## config.mk

```make
export PLATFORM = sky130hd
export DESIGN_NAME = pixram_port
export DESIGN_NICKNAME = d
export VERILOG_FILES = /design/src/rtl/pixram_pkg.sv /design/src/rtl/pixram_merge.sv /design/src/rtl/pixram_unpack.sv /design/src/rtl/pixram_ctrl.sv /design/src/rtl/pixram_port.sv
export SDC_FILE = /design/constraint.sdc
export NUM_CORES = 1
export LEC_CHECK = 0
export ABC_AREA = 0
export BUFFER_PORTS_ARGS = -buffer_cell sky130_fd_sc_hd__buf_2
export CAP_MARGIN = 20
export CORE_MARGIN = 8
export CORE_UTILIZATION = 45
export CTS_CLUSTER_DIAMETER = 40
export DETAILED_ROUTE_END_ITERATION = 6
export PLACE_DENSITY = 0.75
export SLEW_MARGIN = 20
export SYNTH_ARGS = -nofsm -noshare
export SYNTH_HDL_FRONTEND = slang
export SYNTH_SLANG_ARGS = --single-unit
```

## constraint.sdc

```tcl
create_clock -name clk -period 2.8 [get_ports clk]
set_clock_uncertainty 0.05 [all_clocks]
set_input_delay 0.56 -clock clk [delete_from_list [all_inputs] [get_ports clk]]
set_output_delay 0.56 -clock clk [all_outputs]
set_load 0.005 [all_outputs]
```

## src/rtl/pixram_pkg.sv

```systemverilog
package pixram_pkg;
  typedef enum logic [1:0] {
    PRIO_PLAIN     = 2'd0,
    PRIO_UNDER     = 2'd1,
    PRIO_OVER      = 2'd2,
    PRIO_PLAIN_ALT = 2'd3
  } prio_e;

  typedef enum logic [1:0] {
    ST_IDLE  = 2'd0,
    ST_FETCH = 2'd1,
    ST_APPLY = 2'd2
  } st_e;

  localparam int unsigned LANES = 4;
endpackage

```

## src/rtl/pixram_merge.sv

```systemverilog
module pixram_merge
  import pixram_pkg::*;
#(
  parameter int unsigned PIX_W = 4,
  localparam int unsigned SEL_W  = $clog2(LANES),
  localparam int unsigned WORD_W = PIX_W * LANES
) (
  input  logic [WORD_W-1:0] old_word,
  input  logic [SEL_W-1:0]  sel,
  input  logic [PIX_W-1:0]  pix,
  input  prio_e             mode,
  output logic [WORD_W-1:0] new_word,
  output logic              commit
);
  logic [LANES-1:0] hit;
  logic [PIX_W-1:0] old_pix;

  for (genvar p = 0; p < LANES; p++) begin : g_lane
    assign hit[p] = (sel == SEL_W'(p));
    assign new_word[WORD_W-1-PIX_W*p -: PIX_W] =
      hit[p] ? pix : old_word[WORD_W-1-PIX_W*p -: PIX_W];
  end

  always_comb begin
    old_pix = '0;
    for (int p = 0; p < LANES; p++) begin
      if (hit[p]) old_pix = old_word[WORD_W-1-PIX_W*p -: PIX_W];
    end
  end

  always_comb begin
    case (mode)
      PRIO_UNDER: commit = (pix != '0) && (old_pix == '0);
      PRIO_OVER:  commit = (pix != '0);
      default:    commit = 1'b1;
    endcase
  end
endmodule

```

## src/rtl/pixram_unpack.sv

```systemverilog
module pixram_unpack
  import pixram_pkg::*;
#(
  parameter int unsigned PIX_W = 4,
  localparam int unsigned SEL_W  = $clog2(LANES),
  localparam int unsigned WORD_W = PIX_W * LANES
) (
  input  logic [WORD_W-1:0] word_in,
  input  logic [SEL_W-2:0]  half,
  output logic [WORD_W-1:0] pair_out
);
  logic [PIX_W-1:0] hi_pix, lo_pix;
  logic [SEL_W-1:0] hi_idx, lo_idx;

  assign hi_idx = {half, 1'b0};
  assign lo_idx = {half, 1'b1};

  always_comb begin
    hi_pix = '0;
    lo_pix = '0;
    for (int p = 0; p < LANES; p++) begin
      if (hi_idx == SEL_W'(p)) hi_pix = word_in[WORD_W-1-PIX_W*p -: PIX_W];
      if (lo_idx == SEL_W'(p)) lo_pix = word_in[WORD_W-1-PIX_W*p -: PIX_W];
    end
  end

  assign pair_out = {{PIX_W{1'b0}}, hi_pix, {PIX_W{1'b0}}, lo_pix};
endmodule

```

## src/rtl/pixram_ctrl.sv

```systemverilog
module pixram_ctrl
  import pixram_pkg::*;
#(
  parameter int unsigned ADDR_W = 18,
  parameter int unsigned PIX_W  = 4,
  localparam int unsigned SEL_W  = $clog2(LANES),
  localparam int unsigned WORD_W = PIX_W * LANES,
  localparam int unsigned BYTE_W = 2 * PIX_W,
  localparam int unsigned MEM_AW = ADDR_W - 1
) (
  input  logic              clk,
  input  logic              rst,
  input  logic              bank_valid,
  input  logic [1:0]        prio_mode,
  input  logic [ADDR_W-1:0] cpu_addr,
  input  logic              rd_stb,
  input  logic              wr_stb,
  input  logic [BYTE_W-1:0] wr_byte,
  input  logic [WORD_W-1:0] mem_rdata,
  input  logic [WORD_W-1:0] merged,
  input  logic              commit,
  input  logic [WORD_W-1:0] unpacked,
  output logic [SEL_W-1:0]  cap_sel,
  output logic [PIX_W-1:0]  cap_pix,
  output prio_e             cap_mode,
  output logic [WORD_W-1:0] rd_word,
  output logic              rd_valid,
  output logic              busy,
  output logic [MEM_AW-1:0] mem_addr,
  output logic              mem_re,
  output logic              mem_we,
  output logic [WORD_W-1:0] mem_wdata
);
  st_e  state;
  logic cap_rd;
  logic unused_hi;

  assign unused_hi = ^wr_byte[BYTE_W-1:PIX_W];
  assign busy      = (state != ST_IDLE);

  always_ff @(posedge clk) begin
    if (rst) begin
      state     <= ST_IDLE;
      cap_rd    <= 1'b0;
      cap_sel   <= '0;
      cap_pix   <= '0;
      cap_mode  <= PRIO_PLAIN;
      rd_word   <= '0;
      rd_valid  <= 1'b0;
      mem_addr  <= '0;
      mem_re    <= 1'b0;
      mem_we    <= 1'b0;
      mem_wdata <= '0;
    end else begin
      rd_valid <= 1'b0;
      mem_re   <= 1'b0;
      mem_we   <= 1'b0;
      case (state)
        ST_IDLE: begin
          if (rd_stb || wr_stb) begin
            if (bank_valid) begin
              cap_rd   <= rd_stb;
              cap_sel  <= cpu_addr[SEL_W-1:0];
              cap_pix  <= wr_byte[PIX_W-1:0];
              cap_mode <= prio_e'(prio_mode);
              mem_addr <= {cpu_addr[ADDR_W-1:SEL_W], {(SEL_W-1){1'b0}}};
              mem_re   <= 1'b1;
              state    <= ST_FETCH;
            end else if (rd_stb) begin
              rd_word  <= '1;
              rd_valid <= 1'b1;
            end
          end
        end
        ST_FETCH: state <= ST_APPLY;
        ST_APPLY: begin
          state <= ST_IDLE;
          if (cap_rd) begin
            rd_word  <= unpacked;
            rd_valid <= 1'b1;
          end else if (commit) begin
            mem_we    <= 1'b1;
            mem_wdata <= merged;
          end
        end
        default: state <= ST_IDLE;
      endcase
    end
  end

  function automatic logic [WORD_W-1:0] lane_mask(input logic [SEL_W-1:0] s);
    lane_mask = {{PIX_W{1'b1}}, {(WORD_W-PIX_W){1'b0}}} >> (PIX_W * s);
  endfunction

  function automatic logic [PIX_W-1:0] lane_of(input logic [WORD_W-1:0] w,
                                               input logic [SEL_W-1:0] s);
    lane_of = PIX_W'((w & lane_mask(s)) >> (WORD_W - PIX_W - PIX_W * s));
  endfunction


  even_index_chk: assert property (@(posedge clk) disable iff (rst)
    (mem_re || mem_we) |-> (mem_addr[0] == 1'b0));


  write_after_fetch_chk: assert property (@(posedge clk) disable iff (rst)
    mem_we |-> $past(mem_re, 2));


  busy_len_chk: assert property (@(posedge clk) disable iff (rst)
    $rose(busy) |=> busy ##1 !busy);


  valid_idle_chk: assert property (@(posedge clk) disable iff (rst)
    rd_valid |-> !busy);


  nobank_chk: assert property (@(posedge clk) disable iff (rst)
    mem_re |-> $past(bank_valid));


  keep_lanes_chk: assert property (@(posedge clk) disable iff (rst)
    mem_we |-> ((mem_wdata & ~lane_mask(cap_sel)) ==
                ($past(mem_rdata) & ~lane_mask(cap_sel))));


  no_clear_chk: assert property (@(posedge clk) disable iff (rst)
    (mem_we && (cap_mode == PRIO_OVER || cap_mode == PRIO_UNDER))
      |-> (lane_of(mem_wdata, cap_sel) != '0));


  under_empty_chk: assert property (@(posedge clk) disable iff (rst)
    (mem_we && cap_mode == PRIO_UNDER) |-> (lane_of($past(mem_rdata), cap_sel) == '0));
endmodule

```

## src/rtl/pixram_port.sv

```systemverilog
module pixram_port
  import pixram_pkg::*;
#(
  parameter int unsigned ADDR_W = 18,
  parameter int unsigned PIX_W  = 4,
  localparam int unsigned SEL_W  = $clog2(LANES),
  localparam int unsigned WORD_W = PIX_W * LANES,
  localparam int unsigned BYTE_W = 2 * PIX_W,
  localparam int unsigned MEM_AW = ADDR_W - 1
) (
  input  logic              clk,
  input  logic              rst,
  input  logic              bank_valid,
  input  logic [1:0]        prio_mode,
  input  logic [ADDR_W-1:0] cpu_addr,
  input  logic              rd_stb,
  input  logic              wr_stb,
  input  logic [BYTE_W-1:0] wr_byte,
  output logic [WORD_W-1:0] rd_word,
  output logic              rd_valid,
  output logic              busy,
  output logic [MEM_AW-1:0] mem_addr,
  output logic              mem_re,
  output logic              mem_we,
  output logic [WORD_W-1:0] mem_wdata,
  input  logic [WORD_W-1:0] mem_rdata
);
  logic [SEL_W-1:0]  cap_sel;
  logic [PIX_W-1:0]  cap_pix;
  prio_e             cap_mode;
  logic [WORD_W-1:0] merged, unpacked;
  logic              commit;

  pixram_ctrl #(.ADDR_W(ADDR_W), .PIX_W(PIX_W)) u_ctrl (
    .clk(clk), .rst(rst), .bank_valid(bank_valid), .prio_mode(prio_mode),
    .cpu_addr(cpu_addr), .rd_stb(rd_stb), .wr_stb(wr_stb), .wr_byte(wr_byte),
    .mem_rdata(mem_rdata), .merged(merged), .commit(commit), .unpacked(unpacked),
    .cap_sel(cap_sel), .cap_pix(cap_pix), .cap_mode(cap_mode),
    .rd_word(rd_word), .rd_valid(rd_valid), .busy(busy),
    .mem_addr(mem_addr), .mem_re(mem_re), .mem_we(mem_we), .mem_wdata(mem_wdata)
  );

  pixram_merge #(.PIX_W(PIX_W)) u_merge (
    .old_word(mem_rdata), .sel(cap_sel), .pix(cap_pix), .mode(cap_mode),
    .new_word(merged), .commit(commit)
  );

  pixram_unpack #(.PIX_W(PIX_W)) u_unpack (
    .word_in(mem_rdata), .half(cap_sel[SEL_W-1:1]), .pair_out(unpacked)
  );
endmodule

```

==> flow_summary.ini, run 1 <==
[drt]
drt_first_pass_iters = 4
drt_iter0_drc = 132
wl_per_cell_microns = 15.1
wl_mm = 6.46
via_count = 2209
avgViaCountPerCell = 5.17
drcViolationCount = 0
ant_nets = 0

[floorplan]
initial_utilization = 0.469
row_count = 26
die_w_microns = 89.4
die_area_sq_um = 8000
io_pins = 102
die-height_microns = 89.4
core_area_sq_um = 5170

[synthesis]
syn_inst = 279
async_flop_share = 0
synth.most_common_cell = nand2_1
ys.warnings.count = 0
ys_ff_latch = 55
postSynthAreaPerCell_sq_um = 8.70
synth.largest_area_cell = dfxtp_1
synth_edf_count = 0
synth_common_cells = nand2_1, dfxtp_1, a21oi_1
ys_seq_area_frac = 0.454
ys_types = 33
synthesis.area_sq_um = 2430
synth_nets = 330
ys.flop_type = dfxtp_1
synth_area_leaders = dfxtp_1, nand2_1, a21oi_1, mux2i_1, a211oi_2
netlist.area_leader.share = 0.454

[run_status]
outcome = finished clean

[pwr]
p_comb_frac = 0.164
p_int_uw = 1130
p_sw_uw = 416
power_density_nw_per_um2 = 525
sw_frac_of_total = 0.269
irDropWorstVdd_uv = 228
p_clk_frac = 0.282
seqPwrFrac = 0.554
power_leakage_uw = 0.00131

[global_routing]
grt_pass1_vias = 2135
grt.overflow.total = 0
antenna_found_initial = 0
grt_pass1_wl_mm = 10.1
grt_max_degree = 34
grtUsageTotal = 0.164

[timing]
slew_violations = 0
setup_tns_ns = 0
min_period_ns = 2.49
finalCritPeriodShare = 0.890
fmax_ghz = 0.401
worst_pin_slew_ns = 1.03
slew_headroom = 0.309
rsz0062_at_grt = no
hold_viol = 0
setup_viol = 0

[layout]
n_fill_cell = 493
syn_to_final_growth_pct = 21.7
layout.nets = 408
ff_latch_area_sq_um = 1100
antenna_cells = 0
fin_area_sq_um = 2950
drive_gt1_frac = 0.347
multi_input_area_sq_um = 1150

[run]
drv_cap = 0

[setup_path]
endpoint_kind = flip-flop
cp_max_fo = 17
cp_data_required_time_ns = 2.92
cp.arrival_ns = 2.61
start_kind = flip-flop
path_class = flip-flop to flip-flop

[cts]
clk-insertion-delay-late_ns = 0.30
cts_buffers = 5
clkTransAtPathRegs_ns = 0.09
cts_sinks = 55
clockBufferDepth = 2
root_buffer = clkbuf_8
cts_setup_buffers = 0
h-tree-depth = 2
cts_tree = yes
holdBufCountCts = 0
cts_resized = 0

[placement]
gp_congestion = 0.893
post_dp_cell_area_sq_um = 2870
io_buffers = 96
dpl.hpwl_mm = 4.87

[hold_path]
min_path_type = flip-flop to flip-flop
## layout by cell type, fill, tap and decap left out, drive strengths merged
cell	count
buf	101
nand2	59
dfxtp	55
a21oi	42
mux2i	16
a211oi	15
nor2	14
a311oi	10
clkbuf	6
nand3	5
o21ai	5
nor2b	4
inv	3
or2	3
nor3b	3
nand2b	2
nor3	2
nand4bb	2
nor4	2
ha	2
and2	2
or4	1
nand4	1
conb	1
clkinv	1
## cell type report
cell class | count | share of cell area
clock buffer | 6 | 0.0280
timing repair buffer | 101 | 0.175
inverter | 3 | 0.00381
tap | 70 | 0.0297
sequential | 55 | 0.373
multi-input combinational | 191 | 0.389
clock inverter | 1 | 0.00169
## registers in the layout, indices dropped and copies added, names as in the netlist, 2 cells and up
| signal | cells |
|---|---|
| u_ctrl.cap_mode | 2 |
| u_ctrl.cap_pix | 4 |
| u_ctrl.mem_wdata | 16 |
| u_ctrl.rd_word | 9 |
| u_ctrl.state | 2 |
| u_ctrl.cap_sel | 2 |
| u_ctrl.mem_addr | 16 |
## power by group through the flow
| stage | Sequential, uW | Clock [uW] | Combinational (uW) |
|---|---|---|---|
| after global placement | 875 | 0 | 253 |
| after floorplan | 872 | 0 | 159 |
| after CTS | 859 | 449 | 258 |
| after detailed placement | 877 | 0 | 257 |
| after global routing | 866 | 490 | 283 |
| final | 859 | 437 | 255 |
## final timing paths
kind | slack (ns) | start | endpoint | depth (start not counted)
setup / recovery | 0.31 | u_ctrl.cap_mode[0] | u_ctrl.mem_wdata[2] | 7
hold reg to reg | 0.39 | u_ctrl.state[1] | u_ctrl.state[1] | 1
setup reg to reg | 0.31 | u_ctrl.cap_mode[0] | u_ctrl.mem_wdata[2] | 7
hold / removal | 0.39 | u_ctrl.state[1] | u_ctrl.state[1] | 1
## critical path, cell delays in order (launching register included)
cell and delay (ns):
dfxtp_1 0.36, inv_1 0.06, ha_1 0.29, or4_1 0.12
nor2_2 0.04, nor3b_2 0.83, and2_4 0.47, a311oi_1 0.14
## layer usage
metal | up-vias | track usage | wire (microns)
li1 | 1109 | - | -
met1 | 995 | 0.185 | 2630
met2 | 95 | 0.262 | 2940
met3 | 10 | 0.0790 | 775
met4 | 0 | 0.0634 | 118
met5 | - | 0 | 0
## metrics by stage
stage	utilization	worst slack (ns)	hold WS, ns	cells	total power, uW
global placement	0.554	0.397	0.366	420	1130
floorplan	-	0.841	0.354	279	1030
finish	0.571	0.308	0.394	427	1550
CTS	0.571	0.271	0.396	427	1570
detailed placement	0.554	0.294	0.381	420	1130
global route	0.571	0.119	0.416	427	1640
## kinds of logic after synthesis
logic type | synth area share
fa+ha+maj | 0.0103
mux | 0.0660
flops | 0.454
other cells | 0.00155
buf+inv | 0.0732
simple gates | 0.192
compound gates | 0.203
No activity file was read; power rests on OpenSTA's default activity.
==> run 2, diff against run 1 <==
CELL_PAD_IN_SITES_DETAIL_PLACEMENT = 2   (was unset)
CELL_PAD_IN_SITES_GLOBAL_PLACEMENT = 2   (was unset)
CORE_UTILIZATION = 26   (was 45)
GPL_ROUTABILITY_DRIVEN = 0   (was unset)
HOLD_SLACK_MARGIN = 0.03   (was unset)
PLACE_DENSITY = 0.77   (was 0.75)
==> run 2 against run 1 <==
Compared with the run above:
- setup slack better by 0.051 ns
- largest cell class unchanged
- design area up 2.6%
- first-iteration DRC count fell by 67%
- global-route usage shrank 2.9 points
- die area up 59%
- critical endpoint unchanged
- routed wire length up 32%
==> flow_summary.ini, run 2 (synthesis gave the netlist of run 1 again) <==
[drt]
drt_iter0_drc = 44
ant_nets = 0
via_count = 2323
wl_mm = 8.54
avgViaCountPerCell = 4.92
drt_first_pass_iters = 4
drcViolationCount = 0
wl_per_cell_microns = 18.1

[setup_path]
endpoint_kind = flip-flop
rrSetupSlack_ns = 0.36
start_kind = flip-flop
cp_max_fo = 17
cp_data_required_time_ns = 2.92
startpoint = u_ctrl.cap_mode[0]
path_class = flip-flop to flip-flop
r2r_cells = 8
cp.arrival_ns = 2.56
r2r-end = u_ctrl.mem_wdata[2]
r2r_start = u_ctrl.cap_mode[0]

[hold_path]
hold_depth = 1
hold_path_end = u_ctrl.state[1]
min_path_type = flip-flop to flip-flop
worst_hold_startpoint = u_ctrl.state[1]

[timing]
hold_viol = 0
finalCritPeriodShare = 0.872
slew_headroom = 0.507
worst_pin_slew_ns = 0.736
min_period_ns = 2.44
setup_viol = 0
fmax_ghz = 0.410
hold_ws_ns = 0.391
rsz0062_at_grt = no
setup_tns_ns = 0
slew_violations = 0

[floorplan]
die_area_sq_um = 12700
initial_utilization = 0.265
row_count = 35
core_area_sq_um = 9150
die-height_microns = 113
io_pins = 102
die_w_microns = 113

[placement]
io_buffers = 96
post_dp_cell_area_sq_um = 2930
dpl.hpwl_mm = 6.50

[cts]
root_buffer = clkbuf_8
cts_sinks = 55
clk-insertion-delay-late_ns = 0.31
cts_buffers = 5
cts_setup_buffers = 0
holdBufCountCts = 0
cts_resized = 0
clkTransAtPathRegs_ns = 0.10
h-tree-depth = 2
cts_tree = yes
clockBufferDepth = 2

[layout]
top_regs = u_ctrl.mem_addr x16, u_ctrl.mem_wdata x16, u_ctrl.rd_word x9
syn_to_final_growth_pct = 24.9
drive_gt1_frac = 0.350
layout.nets = 410
fin_area_sq_um = 3030
layout_commonest_cell = buf_2
final_cell_mix = buf_2, nand2_1, dfxtp_1

[pwr]
p_sw_uw = 465
power_density_nw_per_um2 = 531
seqPwrFrac = 0.533
p_comb_frac = 0.170
power_leakage_uw = 0.00133
irDropWorstVdd_uv = 208
p_clk_frac = 0.297
sw_frac_of_total = 0.289
p_int_uw = 1140

[global_routing]
grt.overflow.total = 0
grtUsageTotal = 0.135
antenna_found_initial = 2
grt_max_degree = 29
grt_pass1_vias = 2725
grt_pass1_wl_mm = 14.0

[run]
drv_cap = 0

[run_status]
outcome = finished clean
[run 2: layout make-up]
class / instances / area [sq um]
Multi-Input combinational cell: 191 / 1150
Tap cell: 111 / 139
Clock inverter: 1 / 8.76
Antenna cell: 1 / 2.50
Clock buffer: 7 / 86.3
Timing Repair Buffer: 103 / 533
Inverter: 3 / 11.3
Sequential cell: 55 / 1100
Fill cell: 1074 / 6120
[run 2: power groups by stage]
stage | clock, uW | sequential [uW] | combinational (uW)
6_report | 477 | 858 | 274
3_3_place_gp | 0 | 875 | 268
5_1_grt | 524 | 866 | 307
3_5_place_dp | 0 | 877 | 278
2_1_floorplan | 0 | 872 | 159
4_1_cts | 496 | 860 | 281
[run 2: how the worst max path moves through the flow]
stage | to | slack, ns | cells past startpoint
after floorplan | u_ctrl.mem_wdata[3] | 0.84 | 9
after global placement | u_ctrl.mem_wdata[2] | 0.45 | 8
after detailed placement | u_ctrl.mem_wdata[2] | 0.37 | 8
after CTS | u_ctrl.mem_wdata[2] | 0.31 | 8
after global routing | u_ctrl.mem_wdata[2] | 0.16 | 8
final | u_ctrl.mem_wdata[2] | 0.36 | 8
[run 2: stage by stage]
stage               utilization  power, uW  instances  worst slack [ns]
global placement          0.320       1140        463             0.455
detailed placement        0.320       1160        463             0.372
CTS                       0.331       1640        471             0.313
finish                    0.331       1610        472             0.359
floorplan                     -       1030        279             0.841
global route              0.331       1700        472             0.155
[run 2: metal layers]
layer  wire (microns)  GRT usage  vias to the layer above
li1                 -          -                     1115
met2             3900      0.232                       76
met5               13          0                        -
met3              943     0.0719                        8
met1             3640      0.147                     1122
met4               34     0.0171                        2
[run 2: critical path, cell delays in order (launching register included)]
cell and delay [ns]:
dfxtp_1 0.36, inv_1 0.05, ha_1 0.29, or4_1 0.13, nor2_2 0.04, nor3b_2 0.62
buf_4 0.29, and2_4 0.32, a311oi_1 0.14
